File: config.mk
export PLATFORM = sky130hd
export DESIGN_NAME = nsf_framer
export DESIGN_NICKNAME = d
export VERILOG_FILES = /design/src/rtl/nsf_pkg.sv /design/src/rtl/nsf_cfg_check.sv /design/src/rtl/nsf_column.sv /design/src/rtl/nsf_framer.sv
export SDC_FILE = /design/constraint.sdc
export NUM_CORES = 1
export LEC_CHECK = 0
export BUFFER_PORTS_ARGS = -buffer_cell sky130_fd_sc_hd__buf_2
export CORE_UTILIZATION = 66
export DETAILED_ROUTE_END_ITERATION = 16
export PLACE_DENSITY_LB_ADDON = 0.3
export SYNTH_ARGS = -nofsm -noshare
export SYNTH_HDL_FRONTEND = slang
export SYNTH_HIERARCHICAL = 1
export SYNTH_SLANG_ARGS = --single-unit
File: constraint.sdc
create_clock -name clk -period 10.5 [get_ports clk]
set_input_delay 0.525 -clock clk [delete_from_list [all_inputs] [get_ports clk]]
set_output_delay 0.525 -clock clk [all_outputs]
set_load 0.01 [all_outputs]
File: src/rtl/nsf_pkg.sv
package nsf_pkg;
    typedef enum logic [2:0] {
        S_IDLE,
        S_DATA,
        S_SUM,
        S_ECC,
        S_PAD
    } phase_t;

    localparam int SUM_BYTES = 8;
endpackage

File: src/rtl/nsf_cfg_check.sv
module nsf_cfg_check
    import nsf_pkg::*;
#(
    parameter int CW  = 12,
    parameter int SCW = 6,
    parameter int EW  = 8
) (
    input  logic [SCW-1:0] sectors,
    input  logic [CW-1:0]  body_len,
    input  logic [CW-1:0]  tail_len,
    input  logic           sum_en,
    input  logic [EW-1:0]  ecc_len,
    input  logic           even_req,
    input  logic           hole_en,
    input  logic [CW-1:0]  hole_len,
    input  logic [CW-1:0]  page_limit,
    output logic           bad,
    output logic           over
);
    localparam int FW = CW + 2;
    localparam int TW = FW + SCW + 1;

    logic [FW-1:0] trail, foot_b, foot_t;
    logic [TW-1:0] total;

    function automatic logic [FW-1:0] round8(input logic [FW-1:0] v);
        return (v + FW'(7)) & ~FW'(7);
    endfunction

    always_comb begin
        trail  = (sum_en ? FW'(SUM_BYTES) : FW'(0)) + FW'(ecc_len);
        foot_b = round8(FW'(body_len) + trail);
        foot_t = round8(FW'(tail_len) + trail);
        total  = TW'(sectors - SCW'(1)) * TW'(foot_b) + TW'(foot_t)
               + (hole_en ? TW'(hole_len) : TW'(0));
        bad    = (sectors == '0) || (body_len == '0) || (tail_len == '0)
               || (even_req && (body_len[0] || tail_len[0]));
        over   = total > TW'(page_limit);
    end
endmodule

File: src/rtl/nsf_column.sv
module nsf_column #(
    parameter int CW = 12
) (
    input  logic          clk,
    input  logic          rst_n,
    input  logic          clear,
    input  logic          active,
    input  logic          adv,
    input  logic          hole_en,
    input  logic [CW-1:0] hole_at,
    input  logic [CW-1:0] hole_len,
    output logic [CW-1:0] col,
    output logic          hit
);
    logic [CW-1:0] col_q;
    logic [CW:0]   hole_end;

    assign col      = col_q;
    assign hit      = active && hole_en && (hole_len != '0) && (col_q == hole_at);
    assign hole_end = {1'b0, hole_at} + {1'b0, hole_len};

    always_ff @(posedge clk or negedge rst_n) begin
        if (!rst_n)       col_q <= '0;
        else if (clear)   col_q <= '0;
        else if (hit)     col_q <= hole_at + hole_len;
        else if (adv)     col_q <= col_q + CW'(1);
    end

    // an accepted byte never sits inside the reserved hole
    p_no_emit_in_hole_r6: assert property (@(posedge clk) disable iff (!rst_n)
        (adv && hole_en && hole_len != '0) |->
        ({1'b0, col_q} < {1'b0, hole_at} || {1'b0, col_q} >= hole_end));
endmodule

File: src/rtl/nsf_framer.sv
module nsf_framer
    import nsf_pkg::*;
#(
    parameter int CW  = 12,
    parameter int SCW = 6,
    parameter int EW  = 8,
    parameter int DW  = 8
) (
    input  logic           clk,
    input  logic           rst_n,
    input  logic           start,
    input  logic [SCW-1:0] cfg_sectors,
    input  logic [CW-1:0]  cfg_body_len,
    input  logic [CW-1:0]  cfg_tail_len,
    input  logic           cfg_sum_en,
    input  logic [EW-1:0]  cfg_ecc_len,
    input  logic           cfg_even_req,
    input  logic           cfg_hole_en,
    input  logic [CW-1:0]  cfg_hole_at,
    input  logic [CW-1:0]  cfg_hole_len,
    input  logic [CW-1:0]  cfg_page_limit,
    input  logic           in_valid,
    input  logic [DW-1:0]  in_data,
    output logic           in_ready,
    output logic           sum_req,
    input  logic           sum_valid,
    input  logic [DW-1:0]  sum_data,
    output logic           ecc_req,
    input  logic           ecc_valid,
    input  logic [DW-1:0]  ecc_data,
    output logic           out_valid,
    output logic [DW-1:0]  out_data,
    input  logic           out_ready,
    output logic           busy,
    output logic           done,
    output logic           cfg_err,
    output logic           ovf_err,
    output logic           sect_stb,
    output logic [CW-1:0]  sect_col
);
    phase_t         state_q, state_d, after;
    logic [SCW-1:0] sidx_q;
    logic [CW-1:0]  ph_cnt_q, d_len, col;
    logic [2:0]     mod_q, mod_nx;
    logic           done_q, cfg_err_q, ovf_err_q;
    logic           cfg_bad, ovf_bad, hole_hit, idle, start_ok;
    logic           fire, ph_end, sec_end, last_sec, src_valid;
    logic [DW-1:0]  src_data;

    assign idle     = (state_q == S_IDLE);
    assign start_ok = idle && start && !cfg_bad && !ovf_bad;

    nsf_cfg_check #(.CW(CW), .SCW(SCW), .EW(EW)) u_chk (
        .sectors    (cfg_sectors),
        .body_len   (cfg_body_len),
        .tail_len   (cfg_tail_len),
        .sum_en     (cfg_sum_en),
        .ecc_len    (cfg_ecc_len),
        .even_req   (cfg_even_req),
        .hole_en    (cfg_hole_en),
        .hole_len   (cfg_hole_len),
        .page_limit (cfg_page_limit),
        .bad        (cfg_bad),
        .over       (ovf_bad)
    );

    nsf_column #(.CW(CW)) u_col (
        .clk      (clk),
        .rst_n    (rst_n),
        .clear    (start_ok),
        .active   (!idle),
        .adv      (fire),
        .hole_en  (cfg_hole_en),
        .hole_at  (cfg_hole_at),
        .hole_len (cfg_hole_len),
        .col      (col),
        .hit      (hole_hit)
    );

    // output process: source selection and handshakes
    always_comb begin
        last_sec  = (sidx_q == cfg_sectors - SCW'(1));
        d_len     = last_sec ? cfg_tail_len : cfg_body_len;
        src_valid = 1'b0;
        src_data  = '0;
        unique case (state_q)
            S_IDLE: ;
            S_DATA: begin src_valid = in_valid;  src_data = in_data;  end
            S_SUM:  begin src_valid = sum_valid; src_data = sum_data; end
            S_ECC:  begin src_valid = ecc_valid; src_data = ecc_data; end
            S_PAD:  src_valid = 1'b1;
        endcase
        out_valid = !idle && !hole_hit && src_valid;
        out_data  = src_data;
        fire      = out_valid && out_ready;
        in_ready  = (state_q == S_DATA) && !hole_hit && out_ready;
        sum_req   = (state_q == S_SUM)  && !hole_hit && out_ready;
        ecc_req   = (state_q == S_ECC)  && !hole_hit && out_ready;
        sect_stb  = fire && (state_q == S_DATA) && (ph_cnt_q == '0);
        sect_col  = col;
        busy      = !idle;
        done      = done_q;
        cfg_err   = cfg_err_q;
        ovf_err   = ovf_err_q;
    end

    // next-state process
    always_comb begin
        mod_nx = mod_q + 3'd1;
        ph_end = 1'b0;
        after  = S_IDLE;
        unique case (state_q)
            S_IDLE: ;
            S_DATA: begin
                ph_end = fire && (ph_cnt_q == d_len - CW'(1));
                after  = cfg_sum_en ? S_SUM :
                         (cfg_ecc_len != '0) ? S_ECC :
                         (mod_nx != 3'd0) ? S_PAD : S_IDLE;
            end
            S_SUM: begin
                ph_end = fire && (ph_cnt_q == CW'(SUM_BYTES - 1));
                after  = (cfg_ecc_len != '0) ? S_ECC :
                         (mod_nx != 3'd0) ? S_PAD : S_IDLE;
            end
            S_ECC: begin
                ph_end = fire && (ph_cnt_q == CW'(cfg_ecc_len) - CW'(1));
                after  = (mod_nx != 3'd0) ? S_PAD : S_IDLE;
            end
            S_PAD: begin
                ph_end = fire && (mod_q == 3'd7);
                after  = S_IDLE;
            end
        endcase
        sec_end = ph_end && (after == S_IDLE);
        state_d = state_q;
        if (idle) begin
            if (start_ok) state_d = S_DATA;
        end else if (ph_end) begin
            state_d = (after != S_IDLE) ? after : (last_sec ? S_IDLE : S_DATA);
        end
    end

    // state register
    always_ff @(posedge clk or negedge rst_n) begin
        if (!rst_n) state_q <= S_IDLE;
        else        state_q <= state_d;
    end

    // counters and flags
    always_ff @(posedge clk or negedge rst_n) begin
        if (!rst_n) begin
            sidx_q    <= '0;
            ph_cnt_q  <= '0;
            mod_q     <= '0;
            done_q    <= 1'b0;
            cfg_err_q <= 1'b0;
            ovf_err_q <= 1'b0;
        end else begin
            done_q <= sec_end && last_sec;
            if (idle && start) begin
                cfg_err_q <= cfg_bad;
                ovf_err_q <= !cfg_bad && ovf_bad;
            end
            if (start_ok) begin
                sidx_q   <= '0;
                ph_cnt_q <= '0;
                mod_q    <= '0;
            end else if (fire) begin
                mod_q    <= mod_nx;
                ph_cnt_q <= ph_end ? '0 : ph_cnt_q + CW'(1);
                if (sec_end && !last_sec) sidx_q <= sidx_q + SCW'(1);
            end
        end
    end

    // each sector starts on an 8-byte footprint boundary
    p_sector_aligned_r4: assert property (@(posedge clk) disable iff (!rst_n)
        sect_stb |-> (mod_q == 3'd0));

    // a stalled padding byte is still offered, still zero, next cycle
    p_pad_hold_r10: assert property (@(posedge clk) disable iff (!rst_n)
        (state_q == S_PAD && out_valid && !out_ready) |=>
        (state_q == S_PAD && out_valid && out_data == '0));

    // done is a single pulse while idle
    p_done_pulse_r9: assert property (@(posedge clk) disable iff (!rst_n)
        done |-> (!busy ##1 !done));

    // illegal sizes block the page
    p_cfg_block_r5: assert property (@(posedge clk) disable iff (!rst_n)
        (idle && start && cfg_bad) |=> (!busy && cfg_err));

    // an oversize page is refused and nothing is emitted
    p_no_overflow_r8: assert property (@(posedge clk) disable iff (!rst_n)
        (idle && start && !cfg_bad && ovf_bad) |=> (!busy && ovf_err && !out_valid));
endmodule

==> results of run 1 <==
==> worst register-to-register path: cells and delay by family (launching register included) <==
family,cells,cell delay [ns]
adders and majority gates,1,0.27
DFF,1,0.44
xor gates and xnor gates,1,0.18
buffers and inverters,1,0.24
and+or+nand+nor,10,2.98
AOI/OAI and AO/OA,3,1.20
muxes,1,0.23
==> cell families after synthesis <==
family / synth area share (%)
muxes: 3.08
AOI/OAI and AO/OA: 15.1
xor gates and xnor gates: 10.7
buffers and inverters: 8.32
and+or+nand+nor: 22.1
DFF: 9.46
adders and majority gates: 31.1
==> cell usage after synthesis (11+ instances only) <==
master	instances	area, sq um
a21oi_1	47	235
mux2i_1	25	250
nor4_1	24	150
and2_1	21	131
nand3_1	36	180
inv_1	179	672
fa_1	84	1680
nor2_1	135	507
dfrtp_1	39	976
o21ai_0	37	185
nand2b_1	17	106
nand4_1	24	150
clkbuf_1	33	124
xnor2_1	74	648
ha_1	122	1530
nor2b_1	11	68.8
xor2_1	43	377
nand2_1	92	345
a21o_1	11	82.6
a31oi_1	19	119
nor3_1	29	145
or4_1	11	82.6
==> power groups by stage <==
stage / clock (W) / combinational [W] / sequential [W]
after floorplan: 0 / 0.00293 / 0.000220
after global placement: 0 / 0.00349 / 0.000228
after detailed placement: 0 / 0.00367 / 0.000229
after CTS: 0.000154 / 0.00369 / 0.000227
after global routing: 0.000161 / 0.00423 / 0.000234
final: 0.000154 / 0.00373 / 0.000229
==> cell type report <==
cell class	instances	area share, %
Sequential cell	39	8.68
Inverter	180	6.01
Tap cell	188	2.09
Timing Repair Buffer	143	6.52
Multi-Input combinational cell	1029	75.4
Antenna cell	2	0.0445
Clock inverter	2	0.111
Clock buffer	6	1.15
==> registers in the layout, indices dropped and copies added, names as in the netlist <==
register,cells
state_q,3
ph_cnt_q,12
ovf_err,1
sidx_q,6
cfg_err,1
mod_q,3
done,1
u_col/col,12
==> metrics by stage <==
step	power (W)	util, %	area, sq um	instances
2_1_floorplan	0.00315	-	10300	1290
3_3_place_gp	0.00372	73.0	11100	1579
3_5_place_dp	0.00390	73.0	11100	1579
4_1_cts	0.00408	73.9	11200	1587
5_1_grt	0.00463	74.0	11200	1589
6_report	0.00411	74.0	11200	1589
==> worst paths after layout <==
check / startpoint / end / slack, ns / cells past startpoint
max in group asynchronous: rst_n / ph_cnt_q[3]$_DFFE_PN0P_ / 9.53 / 1
worst max register to register: sidx_q[0]$_DFFE_PN0P_ / ph_cnt_q[11]$_DFFE_PN0P_ / 4.85 / 17
worst max-delay path: cfg_sum_en / ph_cnt_q[11]$_DFFE_PN0P_ / 0.78 / 39
min in group clk: cfg_err$_DFFE_PN0P_ / cfg_err$_DFFE_PN0P_ / 0.51 / 1
worst min register to register: cfg_err$_DFFE_PN0P_ / cfg_err$_DFFE_PN0P_ / 0.51 / 1
worst min-delay path: rst_n / u_col/col[6]$_DFFE_PN0P_ / 0.37 / 1
==> layer usage <==
metal,part of all wire [%],GRT usage [%],wire (microns),vias up
met3,8.6,4.02,2360,90
met4,3.3,11.1,909,2
li1,-,-,-,4653
met1,42,47.3,11600,4678
met2,46,56.7,12700,553
met5,0.047,0,13,-
==> metrics.txt, run 1 <==
status completed; Primary FF master, synth dfrtp_1; WL/cell 17.3 microns; number of I/O pins 137; # H-tree levels 2; core box area 15200 sq um; via count 9976; Sw Ratio 54.1%; DIE HEIGHT 127 microns; Max IR drop VDD 0.000671 V; Critical Path AT 9.89 ns; Worst EP required 10.67 ns; CTS clk-pin slew, worst paths 0.06 ns; number of CTS-inserted buffers 5; CP most frequent cell ha_1; Die W 127 microns; antenna violations before repair 3; Clk network pwr share 3.7%; worst-path fanout max 11; final slew viol count 0; Peak Freq 0.103 GHz; drt initial violations 889; Final nets 1712; yosys warns 6; Synth async-reset ratio 100%; Setup crit end kind flip-flop; first-pass GRT wire length 44.9 mm; most common cell after layout, fill and taps aside inv_1; Psw 0.00222 W; number of global-route vias before repair 9414; # setup viols final 0; crit path launch type input port; Setup Fix Bufs, Post-CTS 0; number of port buffers 136; Final min period 9.72 ns; Routed Antenna Nets 0; CP max stage delay 0.59 ns; Top delay family on crit path adder cells; Starting Density 67.8%; hold_ws 0.367 ns; slowest CP cell or3_1; post-synth net total 1604; flip-flop and latch area 976 sq um; Final WS setup 0.778 ns; Fin Setup TNS 0 ns; clk buf depth 2; GPL Wtd Cong 0.960; Leak 5.46 nW; Clock Skew 0.00515 ns; # DRC 0; Distinct cells, synth 81; Clock Sinks 39; RSZ-0062 raised after global routing false; Rel. slew slack 36.4%; dpl hpwl 22.7 mm; final hold vios 0; synthesized instance count 1290; Worst Path Buf+Inv 7; Layout fillers 1199; post-synthesis cell area 10300 sq um; CTS root buffer clkbuf_16; largest net degree at the start of global routing 40; 1st-pass router iterations 6; sequential area share after synthesis 9.46%; worst hold path type in2async; share of layout cells above drive strength 1 14.2%; final worst-path cycle share 92.6%; GRT overflow 0; EDFF count, synth 0; hold_buf cts 0; number of cell rows 45; Via density 6.28; post-CTS sizing 0; Area Growth Syn to Fin 9.04%; final wirelength 27.5 mm; Sequential Power Share 5.6%; worst-margin pin slew 0.951 ns; synthesis-stage register bit count 39; combinational power share 90.7%; worst slack, placed 0.574 ns; mean post-synth cell area 7.99 sq um; Setup CP Type in2reg; TritonCTS clock tree yes; commonest cells after routing, fill and taps aside inv_1 (179), buf_2 (136), nor2_1 (135), ha_1 (122), nand2_1 (92); Total GRT Usage 34.4%; area of the multi-input gates 8480 sq um; total of max-cap violations 0; total power divided by cell area 366 nW/um^2; Pint 0.00189 W; die footprint 16100 sq um; clock latency on the worst-skew pair 0.29 ns
Note: power is estimated with default switching activity, not from simulation.
==> run 2: changes to the inputs <==
Settings changed: CELL_PAD_IN_SITES_DETAIL_PLACEMENT from default to 0, CELL_PAD_IN_SITES_GLOBAL_PLACEMENT from default to 2, CORE_UTILIZATION 66 to 39.
==> run 2 against run 1 <==
Clock power barely moved. Cell count rose by 9.4%. Flip-flop and latch count did not move. Sequential share of layout area fell by 0.16 points. First-iteration DRC count fell by 37%. Routed wire length rose by 7.1%. Combinational power fell by 2%. Worst hold slack got worse by 0.0027 ns. Count of clock-buffer cells in the layout rose by 1. Critical endpoint unchanged. Largest cell class unchanged.
==> metrics.txt, run 2 (synthesis gave the netlist of run 1 again) <==
slowest CP cell or3_1 (unchanged); Fin Setup TNS 0 ns (unchanged); antenna violations before repair 0 (was 3); Setup CP Type in2reg (unchanged); number of CTS-inserted buffers 5 (unchanged); # DRC 0 (unchanged); # setup viols final 0 (unchanged); Final min period 9.50 ns (was 9.72 ns); final slew viol count 0 (unchanged); Layout fillers 2745 (was 1199); largest net degree at the start of global routing 40 (unchanged); most common cell after layout, fill and taps aside inv_1 (unchanged); Clock Sinks 39 (unchanged); CTS root buffer clkbuf_16 (unchanged); Peak Freq 0.105 GHz (was 0.103 GHz); crit path launch type input port (unchanged); clock latency on the worst-skew pair 0.29 ns (about the same); ANT cells 0 (was 2); RSZ-0062 raised after global routing false (unchanged); Total GRT Usage 22.1% (was 34.4%); WL/cell 17.0 microns (was 17.3 microns); Leak 5.48 nW (was 5.46 nW); commonest cells after routing, fill and taps aside inv_1 (179), buf_2 (136), nor2_1 (135), ha_1 (122), nand2_1 (92) (unchanged); GRT overflow 0 (unchanged); worst-margin pin slew 1.03 ns (was 0.951 ns); Setup crit end kind flip-flop (unchanged); first-pass GRT wire length 47.1 mm (was 44.9 mm); number of cell rows 59 (was 45); CTS clk-pin slew, worst paths 0.06 ns (about the same); Clock Skew 0.00987 ns (was 0.00515 ns); Via density 5.39 (was 6.28); worst-path fanout max 11 (unchanged); post-CTS sizing 0 (unchanged); total of max-cap violations 0 (unchanged); die footprint 27100 sq um (was 16100 sq um); final wirelength 29.5 mm (was 27.5 mm); final hold vios 0 (unchanged); Rel. slew slack 30.7% (was 36.4%); 1st-pass router iterations 5 (was 6); core box area 26000 sq um (was 15200 sq um); Critical Path AT 9.67 ns (was 9.89 ns); CP most frequent cell ha_1 (unchanged); Die W 165 microns (was 127 microns); Starting Density 39.7% (was 67.8%); status completed (unchanged); Area Growth Syn to Fin 11.0% (was 9.04%); Setup Fix Bufs, Post-CTS 0 (unchanged); # H-tree levels 2 (unchanged); TritonCTS clock tree yes (unchanged); number of port buffers 136 (unchanged); final worst-path cycle share 90.5% (was 92.6%); number of I/O pins 137 (unchanged); Final nets 1716 (was 1712); clk buf depth 2 (unchanged); Routed Antenna Nets 0 (unchanged); CP max stage delay 0.60 ns (was 0.59 ns); number of global-route vias before repair 9049 (was 9414); hold_buf cts 0 (unchanged); dpl hpwl 25.1 mm (was 22.7 mm); utilization after layout 44.1% (was 74.0%); share of layout cells above drive strength 1 14.4% (was 14.2%); GPL Wtd Cong 0.851 (was 0.960); Top delay family on crit path adder cells (unchanged); total power divided by cell area 352 nW/um^2 (was 366 nW/um^2); Worst EP required 10.67 ns (about the same); Max IR drop VDD 0.000633 V (was 0.000671 V); Power Total 0.00403 W (was 0.00411 W); Worst Path Buf+Inv 7 (unchanged); via count 9376 (was 9976); worst hold path type in2async (unchanged); drt initial violations 558 (was 889); DIE HEIGHT 165 microns (was 127 microns)
==> run 2: layer usage <==
layer | global-route usage [%] | up-vias | share of wire [%]
met3 | 2.54 | 22 | 4.5
met5 | 0 | - | 0
met2 | 36.0 | 229 | 46
li1 | - | 4641 | -
met1 | 31.8 | 4484 | 49
met4 | 2.88 | 0 | 1.0
==> run 2: final timing paths <==
path | start | depth (start not counted) | to | slack (ns)
max | cfg_sum_en | 39 | ph_cnt_q[11]$_DFFE_PN0P_ | 1.0
min | rst_n | 1 | u_col/col[7]$_DFFE_PN0P_ | 0.36
max reg2reg | sidx_q[4]$_DFFE_PN0P_ | 17 | ph_cnt_q[11]$_DFFE_PN0P_ | 4.71
min reg2reg | ovf_err$_DFFE_PN0P_ | 2 | ovf_err$_DFFE_PN0P_ | 0.48
max in group asynchronous | rst_n | 1 | ph_cnt_q[2]$_DFFE_PN0P_ | 9.53
min in group clk | ovf_err$_DFFE_PN0P_ | 2 | ovf_err$_DFFE_PN0P_ | 0.48
==> run 2: cell type report <==
| type | count | area (sq um) | area share, % |
|---|---|---|---|
| well taps | 335 | 419 | 3.66 |
| flip-flops and latches | 39 | 976 | 8.52 |
| clock inverters | 1 | 5.00 | 0.0437 |
| multi-input cells | 1029 | 8480 | 74.0 |
| inverters | 180 | 676 | 5.90 |
| repair buffers | 147 | 763 | 6.67 |
| clock buffers | 7 | 133 | 1.16 |
==> run 2: through the flow <==
| step | setup WS [ns] | hold slack (ns) | std cells | cell area, sq um |
|---|---|---|---|---|
| after floorplan | 1.74 | 0.229 | 1290 | 10300 |
| after global placement | 0.774 | 0.464 | 1730 | 11300 |
| after detailed placement | 0.654 | 0.476 | 1730 | 11300 |
| after CTS | 0.936 | 0.412 | 1738 | 11400 |
| after global routing | 0.206 | 0.453 | 1738 | 11400 |
| final | 0.999 | 0.364 | 1738 | 11400 |
==> run 2: report_power, final <==
part | total (W) | leakage, nW | switching, W | internal [W]
combinational | 0.00365 | 4.89 | 0.00205 | 0.00160
sequential | 0.000226 | 0.520 | 0.0000469 | 0.000179
clock | 0.000153 | 0.0679 | 0.0000650 | 0.0000881
